$ cat src/rtl/ndec_pkg.sv
package ndec_pkg;
  localparam int PA_W   = 48;
  localparam int NODE_W = 3;

  typedef struct packed {
    logic [1:0]  en;
    logic [2:0]  imask;
    logic [15:0] base;
    logic [7:0]  base_hi;
    logic [NODE_W-1:0] node;
    logic [2:0]  isel;
    logic [15:0] lim;
    logic [7:0]  lim_hi;
  } win_cfg_t;

  typedef struct packed {
    logic        hole_v;
    logic [7:0]  hole_base;
    logic [8:0]  hole_ofs;
    logic        sw_en;
    logic [6:0]  sw_base;
    logic [6:0]  sw_lim;
    logic [6:0]  sw_size;
  } glob_cfg_t;

  typedef struct packed {
    logic        hit;
    logic        oob;
    logic        err;
    logic [NODE_W-1:0] node;
    logic [1:0]  ilog;
    logic [PA_W-1:0] naddr;
  } dec_res_t;
endpackage

$ cat src/rtl/ndec_cfg_regs.sv
module ndec_cfg_regs
  import ndec_pkg::*;
#(
  parameter int N  = 8,
  parameter int AW = 6
) (
  input  logic          clk,
  input  logic          rst_n,
  input  logic          we,
  input  logic [AW-1:0] waddr,
  input  logic [31:0]   wdata,
  output win_cfg_t      wcfg [N],
  output glob_cfg_t     gcfg
);
  localparam logic [AW-1:0] HOLE_A = AW'(N * 4);
  localparam logic [AW-1:0] SWAP_A = AW'(N * 4 + 1);

  for (genvar g = 0; g < N; g++) begin : g_win
    localparam logic [AW-1:0] A0 = AW'(g * 4);
    always_ff @(posedge clk or negedge rst_n) begin
      if (!rst_n) begin
        wcfg[g] <= '0;
      end else if (we) begin
        if (waddr == A0) begin
          wcfg[g].en    <= wdata[1:0];
          wcfg[g].imask <= wdata[10:8];
          wcfg[g].base  <= wdata[31:16];
        end
        if (waddr == A0 + AW'(1)) wcfg[g].base_hi <= wdata[7:0];
        if (waddr == A0 + AW'(2)) begin
          wcfg[g].node <= wdata[NODE_W-1:0];
          wcfg[g].isel <= wdata[10:8];
          wcfg[g].lim  <= wdata[31:16];
        end
        if (waddr == A0 + AW'(3)) wcfg[g].lim_hi <= wdata[7:0];
      end
    end
  end

  always_ff @(posedge clk or negedge rst_n) begin
    if (!rst_n) begin
      gcfg <= '0;
    end else if (we) begin
      if (waddr == HOLE_A) begin
        gcfg.hole_v    <= wdata[0];
        gcfg.hole_base <= wdata[15:8];
        gcfg.hole_ofs  <= wdata[24:16];
      end
      if (waddr == SWAP_A) begin
        gcfg.sw_en   <= wdata[0];
        gcfg.sw_base <= wdata[14:8];
        gcfg.sw_lim  <= wdata[22:16];
        gcfg.sw_size <= wdata[30:24];
      end
    end
  end
endmodule

$ cat src/rtl/ndec_range_match.sv
module ndec_range_match
  import ndec_pkg::*;
(
  input  logic [PA_W-1:0] addr,
  input  logic [1:0]      en,
  input  logic [2:0]      imask,
  input  logic [2:0]      isel,
  input  logic [15:0]     base,
  input  logic [7:0]      base_hi,
  input  logic [15:0]     lim,
  input  logic [7:0]      lim_hi,
  output logic            hit
);
  logic [PA_W-1:0] lo_bound, hi_bound;
  logic            in_win, il_ok;

  always_comb begin
    lo_bound = {base_hi, base, 24'h00_0000};
    hi_bound = {lim_hi, lim, 24'hFF_FFFF};
    in_win   = (addr >= lo_bound) && (addr <= hi_bound);
    il_ok    = (imask == 3'd0) || (isel == (addr[14:12] & imask));
    hit      = (en != 2'd0) && in_win && il_ok;
  end
endmodule

$ cat src/rtl/ndec_pick.sv
module ndec_pick #(
  parameter int N  = 8,
  parameter int IW = 3
) (
  input  logic          clk,
  input  logic          rst_n,
  input  logic [N-1:0]  hit_vec,
  output logic          any,
  output logic [IW-1:0] idx
);
  logic [N-1:0] gnt;

  always_comb begin
    any = 1'b0;
    idx = '0;
    gnt = '0;
    for (int i = N - 1; i >= 0; i--) begin
      if (hit_vec[i]) begin
        any    = 1'b1;
        idx    = IW'(i);
        gnt    = '0;
        gnt[i] = 1'b1;
      end
    end
  end

  assert_grant_onehot_R4: assert property (@(posedge clk) disable iff (!rst_n)
    $onehot0(gnt) && (any == (hit_vec != '0)));

  assert_grant_lowest_R4: assert property (@(posedge clk) disable iff (!rst_n)
    any |-> (((hit_vec & (gnt - N'(1))) == '0) && ((hit_vec & gnt) != '0)));
endmodule

$ cat src/rtl/ndec_norm.sv
module ndec_norm
  import ndec_pkg::*;
(
  input  logic              clk,
  input  logic              rst_n,
  input  logic [PA_W-1:0]   addr,
  input  logic              any,
  input  logic [2:0]        imask,
  input  logic [NODE_W-1:0] node,
  input  logic              hole_v,
  input  logic [7:0]        hole_base,
  input  logic              sw_en,
  input  logic [6:0]        sw_base,
  input  logic [6:0]        sw_lim,
  input  logic [6:0]        sw_size,
  output dec_res_t          res
);
  logic [1:0]      ilog;
  logic            bad_mask, in_hole, swap_hit, oob;
  logic [6:0]      blk;
  logic [PA_W-1:0] swp, shr;

  always_comb begin
    bad_mask = 1'b0;
    case (imask)
      3'd0:    ilog = 2'd0;
      3'd1:    ilog = 2'd1;
      3'd3:    ilog = 2'd2;
      3'd7:    ilog = 2'd3;
      default: begin ilog = 2'd0; bad_mask = 1'b1; end
    endcase

    in_hole  = hole_v && (addr[PA_W-1:32] == '0) && (addr[31:24] >= hole_base);

    blk      = addr[33:27];
    swap_hit = sw_en && (addr[PA_W-1:34] == '0) &&
               (((blk >= sw_base) && (blk <= sw_lim)) || (blk < sw_size));
    swp      = swap_hit ? (addr ^ {14'd0, sw_base, 27'd0}) : addr;
    shr      = swp >> ilog;

    oob       = !any || in_hole || bad_mask;
    res.hit   = !oob;
    res.oob   = oob;
    res.err   = any && bad_mask;
    res.node  = any ? node : '0;
    res.ilog  = oob ? 2'd0 : ilog;
    res.naddr = oob ? '0 : {shr[PA_W-1:12], swp[11:0]};
  end

  assert_hole_blocks_hit_R6: assert property (@(posedge clk) disable iff (!rst_n)
    (hole_v && (addr < 48'h1_0000_0000) && (addr >= {16'd0, hole_base, 24'd0}))
      |-> (!res.hit && res.oob));

  assert_miss_clean_R9: assert property (@(posedge clk) disable iff (!rst_n)
    !any |-> (res.oob && !res.err && (res.node == '0) && (res.naddr == '0)));

  assert_bad_mask_err_R5: assert property (@(posedge clk) disable iff (!rst_n)
    (any && (imask == 3'd2 || imask == 3'd4 || imask == 3'd5 || imask == 3'd6))
      |-> (res.err && !res.hit));
endmodule

$ cat src/rtl/node_range_dec.sv
module node_range_dec
  import ndec_pkg::*;
#(
  parameter  int NUM_RANGES = 8,
  localparam int CFG_AW     = $clog2(NUM_RANGES * 4 + 2),
  localparam int IDX_W      = (NUM_RANGES > 1) ? $clog2(NUM_RANGES) : 1
) (
  input  logic              clk,
  input  logic              rst_n,
  input  logic              cfg_we,
  input  logic [CFG_AW-1:0] cfg_addr,
  input  logic [31:0]       cfg_wdata,
  input  logic              in_valid,
  output logic              in_ready,
  input  logic [PA_W-1:0]   in_addr,
  output logic              out_valid,
  input  logic              out_ready,
  output logic              out_hit,
  output logic              out_oob,
  output logic              out_cfg_err,
  output logic [NODE_W-1:0] out_node,
  output logic [1:0]        out_ilog,
  output logic [PA_W-1:0]   out_naddr,
  output logic [8:0]        hole_ofs
);
  win_cfg_t        wcfg [NUM_RANGES];
  glob_cfg_t       gcfg;
  logic [NUM_RANGES-1:0] hit_vec;
  logic            any;
  logic [IDX_W-1:0] win_idx;
  dec_res_t        res_d, res_q;
  logic            ov_q;
  logic [PA_W-1:0] addr_q;

  ndec_cfg_regs #(.N(NUM_RANGES), .AW(CFG_AW)) u_regs (
    .clk(clk), .rst_n(rst_n), .we(cfg_we), .waddr(cfg_addr),
    .wdata(cfg_wdata), .wcfg(wcfg), .gcfg(gcfg)
  );

  for (genvar g = 0; g < NUM_RANGES; g++) begin : g_match
    ndec_range_match u_match (
      .addr(in_addr), .en(wcfg[g].en), .imask(wcfg[g].imask),
      .isel(wcfg[g].isel), .base(wcfg[g].base), .base_hi(wcfg[g].base_hi),
      .lim(wcfg[g].lim), .lim_hi(wcfg[g].lim_hi), .hit(hit_vec[g])
    );
  end

  ndec_pick #(.N(NUM_RANGES), .IW(IDX_W)) u_pick (
    .clk(clk), .rst_n(rst_n), .hit_vec(hit_vec), .any(any), .idx(win_idx)
  );

  ndec_norm u_norm (
    .clk(clk), .rst_n(rst_n), .addr(in_addr), .any(any),
    .imask(wcfg[win_idx].imask), .node(wcfg[win_idx].node),
    .hole_v(gcfg.hole_v), .hole_base(gcfg.hole_base),
    .sw_en(gcfg.sw_en), .sw_base(gcfg.sw_base), .sw_lim(gcfg.sw_lim),
    .sw_size(gcfg.sw_size), .res(res_d)
  );

  assign in_ready = !ov_q || out_ready;

  always_ff @(posedge clk or negedge rst_n) begin
    if (!rst_n) begin
      ov_q   <= 1'b0;
      res_q  <= '0;
      addr_q <= '0;
    end else if (in_valid && in_ready) begin
      ov_q   <= 1'b1;
      res_q  <= res_d;
      addr_q <= in_addr;
    end else if (out_ready) begin
      ov_q   <= 1'b0;
    end
  end

  assign out_valid   = ov_q;
  assign out_hit     = res_q.hit;
  assign out_oob     = res_q.oob;
  assign out_cfg_err = res_q.err;
  assign out_node    = res_q.node;
  assign out_ilog    = res_q.ilog;
  assign out_naddr   = res_q.naddr;
  assign hole_ofs    = gcfg.hole_ofs;

  assert_stall_hold_R10: assert property (@(posedge clk) disable iff (!rst_n)
    (out_valid && !out_ready) |=> (out_valid && $stable(out_naddr) &&
      $stable(out_node) && $stable(out_hit) && $stable(out_oob) && $stable(out_ilog)));

  assert_accept_next_R10: assert property (@(posedge clk) disable iff (!rst_n)
    (in_valid && in_ready) |=> out_valid);

  assert_low_bits_kept_R8: assert property (@(posedge clk) disable iff (!rst_n)
    (out_valid && out_hit) |-> (out_naddr[11:0] == addr_q[11:0]));

  assert_flags_exclusive_R9: assert property (@(posedge clk) disable iff (!rst_n)
    out_valid |-> (out_hit != out_oob));
endmodule

$ cat config.mk
export PLATFORM = sky130hd
export DESIGN_NAME = node_range_dec
export DESIGN_NICKNAME = d
export VERILOG_FILES = /design/src/rtl/ndec_pkg.sv /design/src/rtl/ndec_cfg_regs.sv /design/src/rtl/ndec_range_match.sv /design/src/rtl/ndec_pick.sv /design/src/rtl/ndec_norm.sv /design/src/rtl/node_range_dec.sv
export SDC_FILE = /design/constraint.sdc
export NUM_CORES = 1
export LEC_CHECK = 0
export ABC_AREA = 1
export BUFFER_PORTS_ARGS = -buffer_cell sky130_fd_sc_hd__clkbuf_2
export CAP_MARGIN = 10
export CORE_MARGIN = 5
export CORE_UTILIZATION = 40
export CTS_CLUSTER_SIZE = 14
export DETAILED_ROUTE_END_ITERATION = 6
export PLACE_DENSITY = 0.65
export REMOVE_ABC_BUFFERS = 1
export SLEW_MARGIN = 20
export SYNTH_ARGS = -nofsm -noshare
export SYNTH_HDL_FRONTEND = slang
export SYNTH_SLANG_ARGS = --single-unit
$ cat constraint.sdc
create_clock -name clk -period 2.71 [get_ports clk]
set_input_delay 0.4065 -clock clk [delete_from_list [all_inputs] [get_ports clk]]
set_output_delay 0.4065 -clock clk [all_outputs]
set_load 0.02 [all_outputs]
After elaboration in Yosys (flattened, before gate mapping):

Index checks and enable logic that the tools add are counted.

* magnitude comparators: 21
* equality and inequality tests: 44
* shift operators: 1
* mux-type cells: 27
* bitwise logic cells: 10
* reductions and logical operators: 102

Operators with widths (count)
* >= comparator 48 bit: 8
* less-or-equal comparator 48 bit: 8
* binary-select mux 59 bit (select 3 bit): 1
* 2-to-1 mux 57 bit: 2
* == test 6 x 5 -> 1 bit, second input constant: 16
* 2-to-1 mux 48 bit: 2
* AND reduction 2 bit: 34
* == test 6 x 4 -> 1 bit, second input constant: 8
* >> shifter 48 x 2 -> 48 bit: 1
* XOR 48 x 34 -> 48 bit: 1
* logical AND 1 bit: 31
* logical NOT 3 bit: 9
* 2-to-1 mux 3 bit: 9
* bitwise AND 3 bit: 8
* == test 3 bit: 8
* == test 6 x 3 -> 1 bit, second input constant: 4
* nonzero test 2 bit: 9
* logical NOT 16 bit: 1
* logical NOT 14 bit: 1
* == test 6 x 2 -> 1 bit, second input constant: 2
* == test 6 bit, second input constant: 2
* logical OR 1 bit: 12
* 2-to-1 mux 1 bit: 11
* >= comparator 8 bit: 1
* 14 further kinds: 16

* bits in registers: 569
* input port bits: 91
* output and inout bits: 67
* word-level logic and storage cells: 283

Logic depth before layout (Yosys ltp):

Gate-level depths: netlist (run 1).

* depth in word-level cells: 21
* mapped depth: 34

Cells and area by module:

A second synthesis (run 1) with hierarchy kept.

* cells, all modules: 5309
* area, all modules: 37890.1 µm²

Modules (own cells, without submodules)
* ndec_cfg_regs: times used 1, cells each 2314, area an instance 20285.7 µm², seq. area each 12812.3 µm²
* ndec_range_match: times used 8, cells each 268, area an instance 1559.0 µm², seq. area each 0.0 µm²
* node_range_dec: times used 1, cells each 407, area an instance 2946.6 µm², seq. area each 1426.4 µm²
* ndec_norm: times used 1, cells each 422, area an instance 2087.0 µm², seq. area each 0.0 µm²
* ndec_pick: times used 1, cells each 22, area an instance 98.8 µm², seq. area each 0.0 µm²

Worst setup path before layout (run 1):

No wires, ideal clock.

* kind: input -> register
* from: input port in_addr[47]
* to: register res_q (netlist bit out_naddr[22])
* library setup time: 0.124 ns
* data arrival time: 2.915 ns
* path slack: -0.330 ns
* stages: 21
* path through: ha_1 nand4_1 or2_1 nor4_1 nand3_1 nand3_1 nand4_2 nand2_1 a21oi_2 buf_2 nand3_1 nand2_1 nand2_1 nand2_2 nand2_2 nand2_2 nand2_4 buf_4 nand2_1 nand3_1 nand3_1

* cells in the longest elaborated chain, start to end: 21
* elaborated cells on any way between the ends: 80
* those cells by class: 16 x order compare; 3 x eq/ne; 1 x shift; 23 x mux; 2 x bitwise; 35 x reduce/logical

RTL lines
* start: declaration: line node_range_dec.sv:15 `input logic [PA_W-1:0] in_addr,`
* parallel branches: the longest is 20 deep, another holds >= comparator 48 bit
* 2-to-1 mux 48 bit (*): line ndec_norm.sv:47 `res.naddr = oob ? '0 : {shr[PA_W-1:12], swp[11:0]};`
* end signal: assignment: line node_range_dec.sv:69 `res_q <= res_d;`
* end: declaration: line node_range_dec.sv:31 `dec_res_t res_d, res_q;`

Mark *: on every way between the ends. The select of a mux whose other input is x is not followed.
A chain may end at the register's enable or synchronous reset.

Worst setup path after layout (run 1):

* from: register u_regs.wcfg[101] (netlist name)
* to: register res_q (netlist bit out_naddr[17])

* cells in the longest elaborated chain, start to end: 20
* elaborated cells on any way between the ends: 34
* those cells by class: 1 x order compare; 3 x eq/ne; 1 x shift; 20 x mux; 1 x bitwise; 8 x reduce/logical

RTL lines
* >= comparator 48 bit (*): line ndec_range_match.sv:20 `in_win = (addr >= lo_bound) && (addr <= hi_bound);`
* logical AND 1 bit (*): line ndec_range_match.sv:20
* logical AND 1 bit (*) (2 in series): line ndec_range_match.sv:22 `hit = (en != 2'd0) && in_win && il_ok;`
* parallel branches: the longest is 15 deep, another holds binary-select mux 59 bit (select 3 bit)
* 2-to-1 mux 48 bit (*): line ndec_norm.sv:47

Marks and branches as above.

==> results of run 1 <==
[through the flow]
stage / util / cell area (µm²)
detailed placement: 0.4568 / 37570
CTS: 0.5013 / 41220
finish: 0.5147 / 42330
global route: 0.5147 / 42330
floorplan: - / 32560
global placement: 0.4568 / 37570
[state kept, by name, summed over array words and instances, names as in the netlist]
signal and count:
out_hit 1, out_oob 1, out_naddr 48, out_ilog 2, u_regs.wcfg 472, out_node 3, u_regs.gcfg 40, out_cfg_err 1
out_valid 1
[worst reg2reg max path, delay by kind of cell (launching register included)]
family	cells	cell delay, ps
buffers and inverters	6	810
adder cells (fa/ha/maj)	1	270
AND/OR/NAND/NOR	22	2150
flip-flops	1	380
[cells by family after synthesis]
| family | count (synthesis) | synth area share |
|---|---|---|
| xor+xnor | 24 | 0.006317 |
| compound gates | 861 | 0.1362 |
| flops | 569 | 0.4279 |
| fa+ha+maj | 412 | 0.1549 |
| buf+inv | 743 | 0.08727 |
| mux | 5 | 0.001542 |
| simple gates | 1485 | 0.1858 |
[cells in the mapped netlist (13+ instances only)]
| library cell | count | area share |
|---|---|---|
| nand2_1 | 1018 | 0.11 |
| nor2_1 | 155 | 0.017 |
| a21oi_1 | 184 | 0.028 |
| a211oi_1 | 13 | 0.0029 |
| nand3_1 | 184 | 0.028 |
| xor2_1 | 20 | 0.0053 |
| o21ai_0 | 579 | 0.087 |
| inv_1 | 577 | 0.065 |
| clkbuf_1 | 129 | 0.015 |
| o21a_1 | 20 | 0.0045 |
| nand4_1 | 59 | 0.011 |
| o21ai_1 | 15 | 0.0023 |
| nor3_1 | 15 | 0.0023 |
| dfrtp_1 | 569 | 0.43 |
| buf_4 | 16 | 0.0036 |
| ha_1 | 412 | 0.15 |
[area by class of cell]
cell class,instances,area (µm²)
sequential,569,14240
clock inverter,18,296.5
tap,1070,1339
inverter,583,2223
antenna,1,2.502
fill,7501,39910
timing repair buffer,530,4358
timing repair inverter,3,48.80
multi-input combinational,2788,17790
clock buffer,95,2037
[power by group]
group	internal (mW)	switching (mW)
combinational	4.47	6.42
sequential	9.88	0.799
clock	5.97	3.68
total	20.3	10.9
[final timing paths]
path                                          to  slack [ps]
worst max-delay path               out_naddr[17]        -990
worst min register to register       out_node[2]         480
worst min-delay path            u_regs.wcfg[232]          40
worst max register to register     out_naddr[17]        -990
min in group asynchronous           out_naddr[8]         360
max in group asynchronous       u_regs.wcfg[273]        1400
[what timing repair did]
item	CTS	global route
buffers inserted	35	15
setup endpoints to repair	56	56
pin swaps	50	77
hold endpoints to repair	39	0
gates cloned	7	5
gates resized for setup	191	225
hold buffers	1	0
[layer usage]
metal  vias up  track usage
met5         -            0
met4         0      0.07112
met3       202      0.02824
met2       902       0.3652
met1     14314       0.3245
li1      14312            -
==> run summary, run 1 <==
Syn. warnings: 0
Post-synthesis cell area: 33280 µm²
Drt pass-1 iters: 6
CTS Buf Count: 68
Pre-CTS setup slack: -1542 ps
CTS tree: built
Max-slew violations: 0
H-tree Lvls: 3
Post-synth EDFFs: 0
CORE AREA: 82240 µm²
Crit path max-delay family: simple AND/OR/NAND/NOR gates
Wire length on met2: 47.89 mm
Hold Path Depth: 3
Worst path slowest cell: dfrtp_1
Avg WL per Cell: 18.64 µm
Asr flop ratio synth: 1.000
Buffers on Ports: 157
Routed Antenna Nets: 0
Type of origin of the critical path: register
CP max FO: 8
Rel. slew slack: 0.3964
Clk buf depth: 3
Top layer in use: met4
Commonest non-fill, non-tap cells in the layout: nand2_1, o21ai_0, dfrtp_1
Initial Util: 0.4046
Final setup margin: -985.7 ps
Final GP Congestion: 0.8877
First-pass GRT wire length: 162.8 mm
Crit. Startpoint: u_regs.wcfg[101]
Critical path arrival: 4230 ps
Largest net degree at the start of global routing: 86
Hpwl dp: 71.70 mm
Die H: 298.4 µm
Status: complete, but fails checks
Post-route minimum period: 3696 ps
Die footprint: 89060 µm²
Antenna violations before repair: 1
Buf/Inv on CP: 6
Fin Clk Skew: 28.58 ps
DRC Markers: 0
Die W: 298.4 µm
Leak pwr: 20.57 nW
Drt via density: 5.255
Vias in the first global route: 28834
WP depth: 29
Root Driver: clkbuf_16
Final hold slack: 36.39 ps
RR Startpoint: u_regs.wcfg[101]
Setup_tns: -48540 ps
Fin. Hold Viols: 0
Synth cell types: 50
Setup Viol. Count Final: 56
Min-delay src: cfg_wdata[9]
Cells after Synth: 4099
Post-Syn Area per Cell: 8.118 µm²
Core Rows: 105
Failing checks: negative setup slack
Fmax: 0.2706 GHz
Placed instance count: 5487
Iteration-0 DRC count of the detailed router: 2236
RSZ-0062 raised after global routing: yes
Final Power: 31.22 mW
Max-cap violation count: 0
Layout cells sized above 1: 0.2074
Nets: 5046
Sink Count: 569
Clock Latency Late Sink: 610 ps
Layout area overhead: 27.21%
CP peak stage delay: 380 ps
Wirelength, routed: 105.5 mm
CTS clk-pin slew, worst paths: 60 ps
Final cell count without fillers: 5657
Met3 routed WL: 6.283 mm
Seq/Total Area, Yosys: 0.4279
Crit. End Element: register
Least-Margin Pin Slew: 904.3 ps
Crit-path most repeated cell: nand2_1
Max VDD drop: 0.4621 mV
Total number of vias: 29730
Min-Delay Path Class: in2reg
Gr usage total: 0.2281
Commonest non-fill, non-tap cell in the layout: nand2_1
Final period util: 1.364
I/O pin total: 158
Worst setup path category: reg2reg
GRT overflow: 0
Power Density: 737.5 nW/µm²
Main flop type after synthesis: dfrtp_1
WL met1: 48.03 mm
Reg2reg path depth: 29
#FFs+latches synth: 569
Data required, critical path: 3250 ps
Note: power is estimated with default switching activity, not from simulation.
==> run 2, diff against run 1 <==
--- a/config.mk
+++ b/config.mk
@@ -13,6 +13,7 @@
 export CTS_CLUSTER_SIZE = 14
 export DETAILED_ROUTE_END_ITERATION = 6
 export PLACE_DENSITY = 0.65
+export RECOVER_POWER = 50
 export REMOVE_ABC_BUFFERS = 1
 export SLEW_MARGIN = 20
 export SYNTH_ARGS = -nofsm -noshare
==> run summary, run 2 (synthesis results as in run 1) <==
Max-cap violation count: 1 (+1)
Commonest non-fill, non-tap cells in the layout: nand2_1, o21ai_0, dfrtp_1
Data required, critical path: 3190 ps (-60 ps)
Layout area overhead: 26.77%
Reg2reg path depth: 25 (-14%)
Max reg flops: 472 (unchanged)
Max-slew violations: 53 (+53)
Setup_tns: -49370 ps (-834.6 ps)
Failing checks: max-capacitance violations, max-slew violations, negative setup slack
Die W: 298.4 µm (unchanged)
Final setup margin: -1005 ps (-19.20 ps)
Largest net degree at the start of global routing: 86 (unchanged)
Drt pass-1 iters: 5 (-1)
Worst setup path category: reg2reg
Die footprint: 89060 µm² (unchanged)
Power Density: 739.5 nW/µm² (+0.27%)
Die H: 298.4 µm (unchanged)
Routed Antenna Nets: 0 (unchanged)
Core Rows: 105 (unchanged)
Root Driver: clkbuf_16
Least-Margin Pin Slew: 1668 ps (+764.1 ps)
Sink Count: 569 (unchanged)
Gr usage total: 0.2281 (unchanged)
CTS clk-pin slew, worst paths: 60 ps (about the same)
CORE AREA: 82240 µm² (unchanged)
I/O pin total: 158 (unchanged)
Buffers on Ports: 157 (unchanged)
Wirelength, routed: 105.4 mm (about the same)
DP Area: 37570 µm² (unchanged)
Fin Clk Skew: 27.45 ps (-1.135 ps)
Final hold slack: 35.78 ps (-0.6080 ps)
Max VDD drop: 0.4556 mV (-1.4%)
Hpwl dp: 71.70 mm (unchanged)
CTS Buf Count: 68 (unchanged)
RSZ-0062 raised after global routing: yes
Critical path arrival: 4190 ps (-40 ps)
CP max FO: 8 (unchanged)
Final GP Congestion: 0.8877 (unchanged)
Drt via density: 5.251 (about the same)
Setup Viol. Count Final: 56 (unchanged)
Rel. slew slack: -0.1123 (-0.5087)
Min-Delay Path Class: in2reg
Vias in the first global route: 28834 (unchanged)
Post-route minimum period: 3715 ps (+19.20 ps)
Crit. End Element: register
GRT overflow: 0 (unchanged)
Most flops, register: u_regs.wcfg
Number of fill cells: 7537 (+0.48%)
Clk buf depth: 3 (unchanged)
Leak pwr: 20.50 nW (-0.35%)
Fmax: 0.2692 GHz (-0.52%)
DRC Markers: 0 (unchanged)
Initial Util: 0.4046 (unchanged)
Layout cells sized above 1: 0.2045 (-0.002835)
Nets: 5046 (unchanged)
Antenna violations before repair: 1 (unchanged)
Final period util: 1.371 (+0.007086)
Clock Latency Late Sink: 610 ps (about the same)
Placed instance count: 5487 (unchanged)
Avg WL per Cell: 18.64 µm (about the same)
Commonest non-fill, non-tap cell in the layout: nand2_1
Post-layout util: 0.5129 (-0.001796)
Type of origin of the critical path: register
Hold Path Depth: 3 (unchanged)
Fin. Hold Viols: 0 (unchanged)
Layout Cell Area excl Fill: 42180 µm² (-0.35%)
H-tree Lvls: 3 (unchanged)
Final cell count without fillers: 5657 (unchanged)
Total number of vias: 29704 (-0.087%)
First-pass GRT wire length: 162.8 mm (unchanged)
Iteration-0 DRC count of the detailed router: 2241 (+0.22%)
Status: complete, but fails checks
CTS tree: built
-- run 2: final cells by class --
class / instances / area, µm² / share of cell area
Antenna cell: 1 / 2.502 / 0.00005932
Clock buffer: 95 / 2037 / 0.04829
Clock inverter: 18 / 296.5 / 0.007030
Inverter: 583 / 2223 / 0.05271
Multi-Input combinational cell: 2788 / 17780 / 0.4214
Sequential cell: 569 / 14240 / 0.3375
Tap cell: 1070 / 1339 / 0.03174
Timing Repair Buffer: 530 / 4220 / 0.1000
Timing Repair inverter: 3 / 48.80 / 0.001157
-- run 2: what timing repair did --
action / CTS / global route
endpoints found under the hold margin: 39 / 0
hold buffers: 1 / 0
gates cloned: 7 / 5
endpoints found under the setup margin: 56 / 56
gates resized for setup: 191 / 225
setup buffers: 35 / 15
pin swaps: 50 / 77
-- run 2: worst max-delay path: stages (launching register included) --
cell,delay [ps]
dfrtp_1,370
inv_2,60
ha_4,280
nand3_4,80
nor3_4,170
nand3_2,90
buf_6,140
nor4_4,120
buf_4,160
nand4_1,150
nand3_2,160
nand3_4,140
nand2_8,160
buf_12,160
nand3_2,80
nand3_2,90
nand3_1,120
nand2_2,130
nand2_2,80
a21oi_4,160
buf_6,140
buf_12,100
buf_16,160
nand2_2,70
nand3_1,100
nand3_1,90
-- run 2: per-stage QoR --
stage / worst slack (ps) / total power, mW
after floorplan: -940.0 / 15.55
after global placement: -1501 / 18.87
after detailed placement: -1542 / 19.07
after CTS: -781.9 / 30.59
after global routing: -1144 / 32.88
final: -1005 / 31.19
-- run 2: worst paths after layout --
check,startpoint,to,slack (ps)
worst max-delay path,u_regs.wcfg[406],out_naddr[19],-1000
worst min-delay path,cfg_wdata[9],u_regs.wcfg[232],40
worst max register to register,u_regs.wcfg[406],out_naddr[19],-1000
worst min register to register,out_node[2],out_node[2],480
max in group asynchronous,rst_n,u_regs.wcfg[273],110
min in group asynchronous,rst_n,out_naddr[8],760
-- run 2: layer usage --
layer / up-vias / share of wire / global-route usage
li1: 14306 / - / -
met1: 14300 / 0.45 / 0.3245
met2: 892 / 0.45 / 0.3652
met3: 206 / 0.059 / 0.02824
met4: 0 / 0.031 / 0.07112
met5: - / 0 / 0
-- run 2: power by group --
part           total [mW]  switching [mW]  leakage, nW  internal (mW)
sequential           10.7           0.800         7.54           9.88
clock                9.65            3.68         1.15           5.97
combinational        10.9            6.40         11.8           4.46
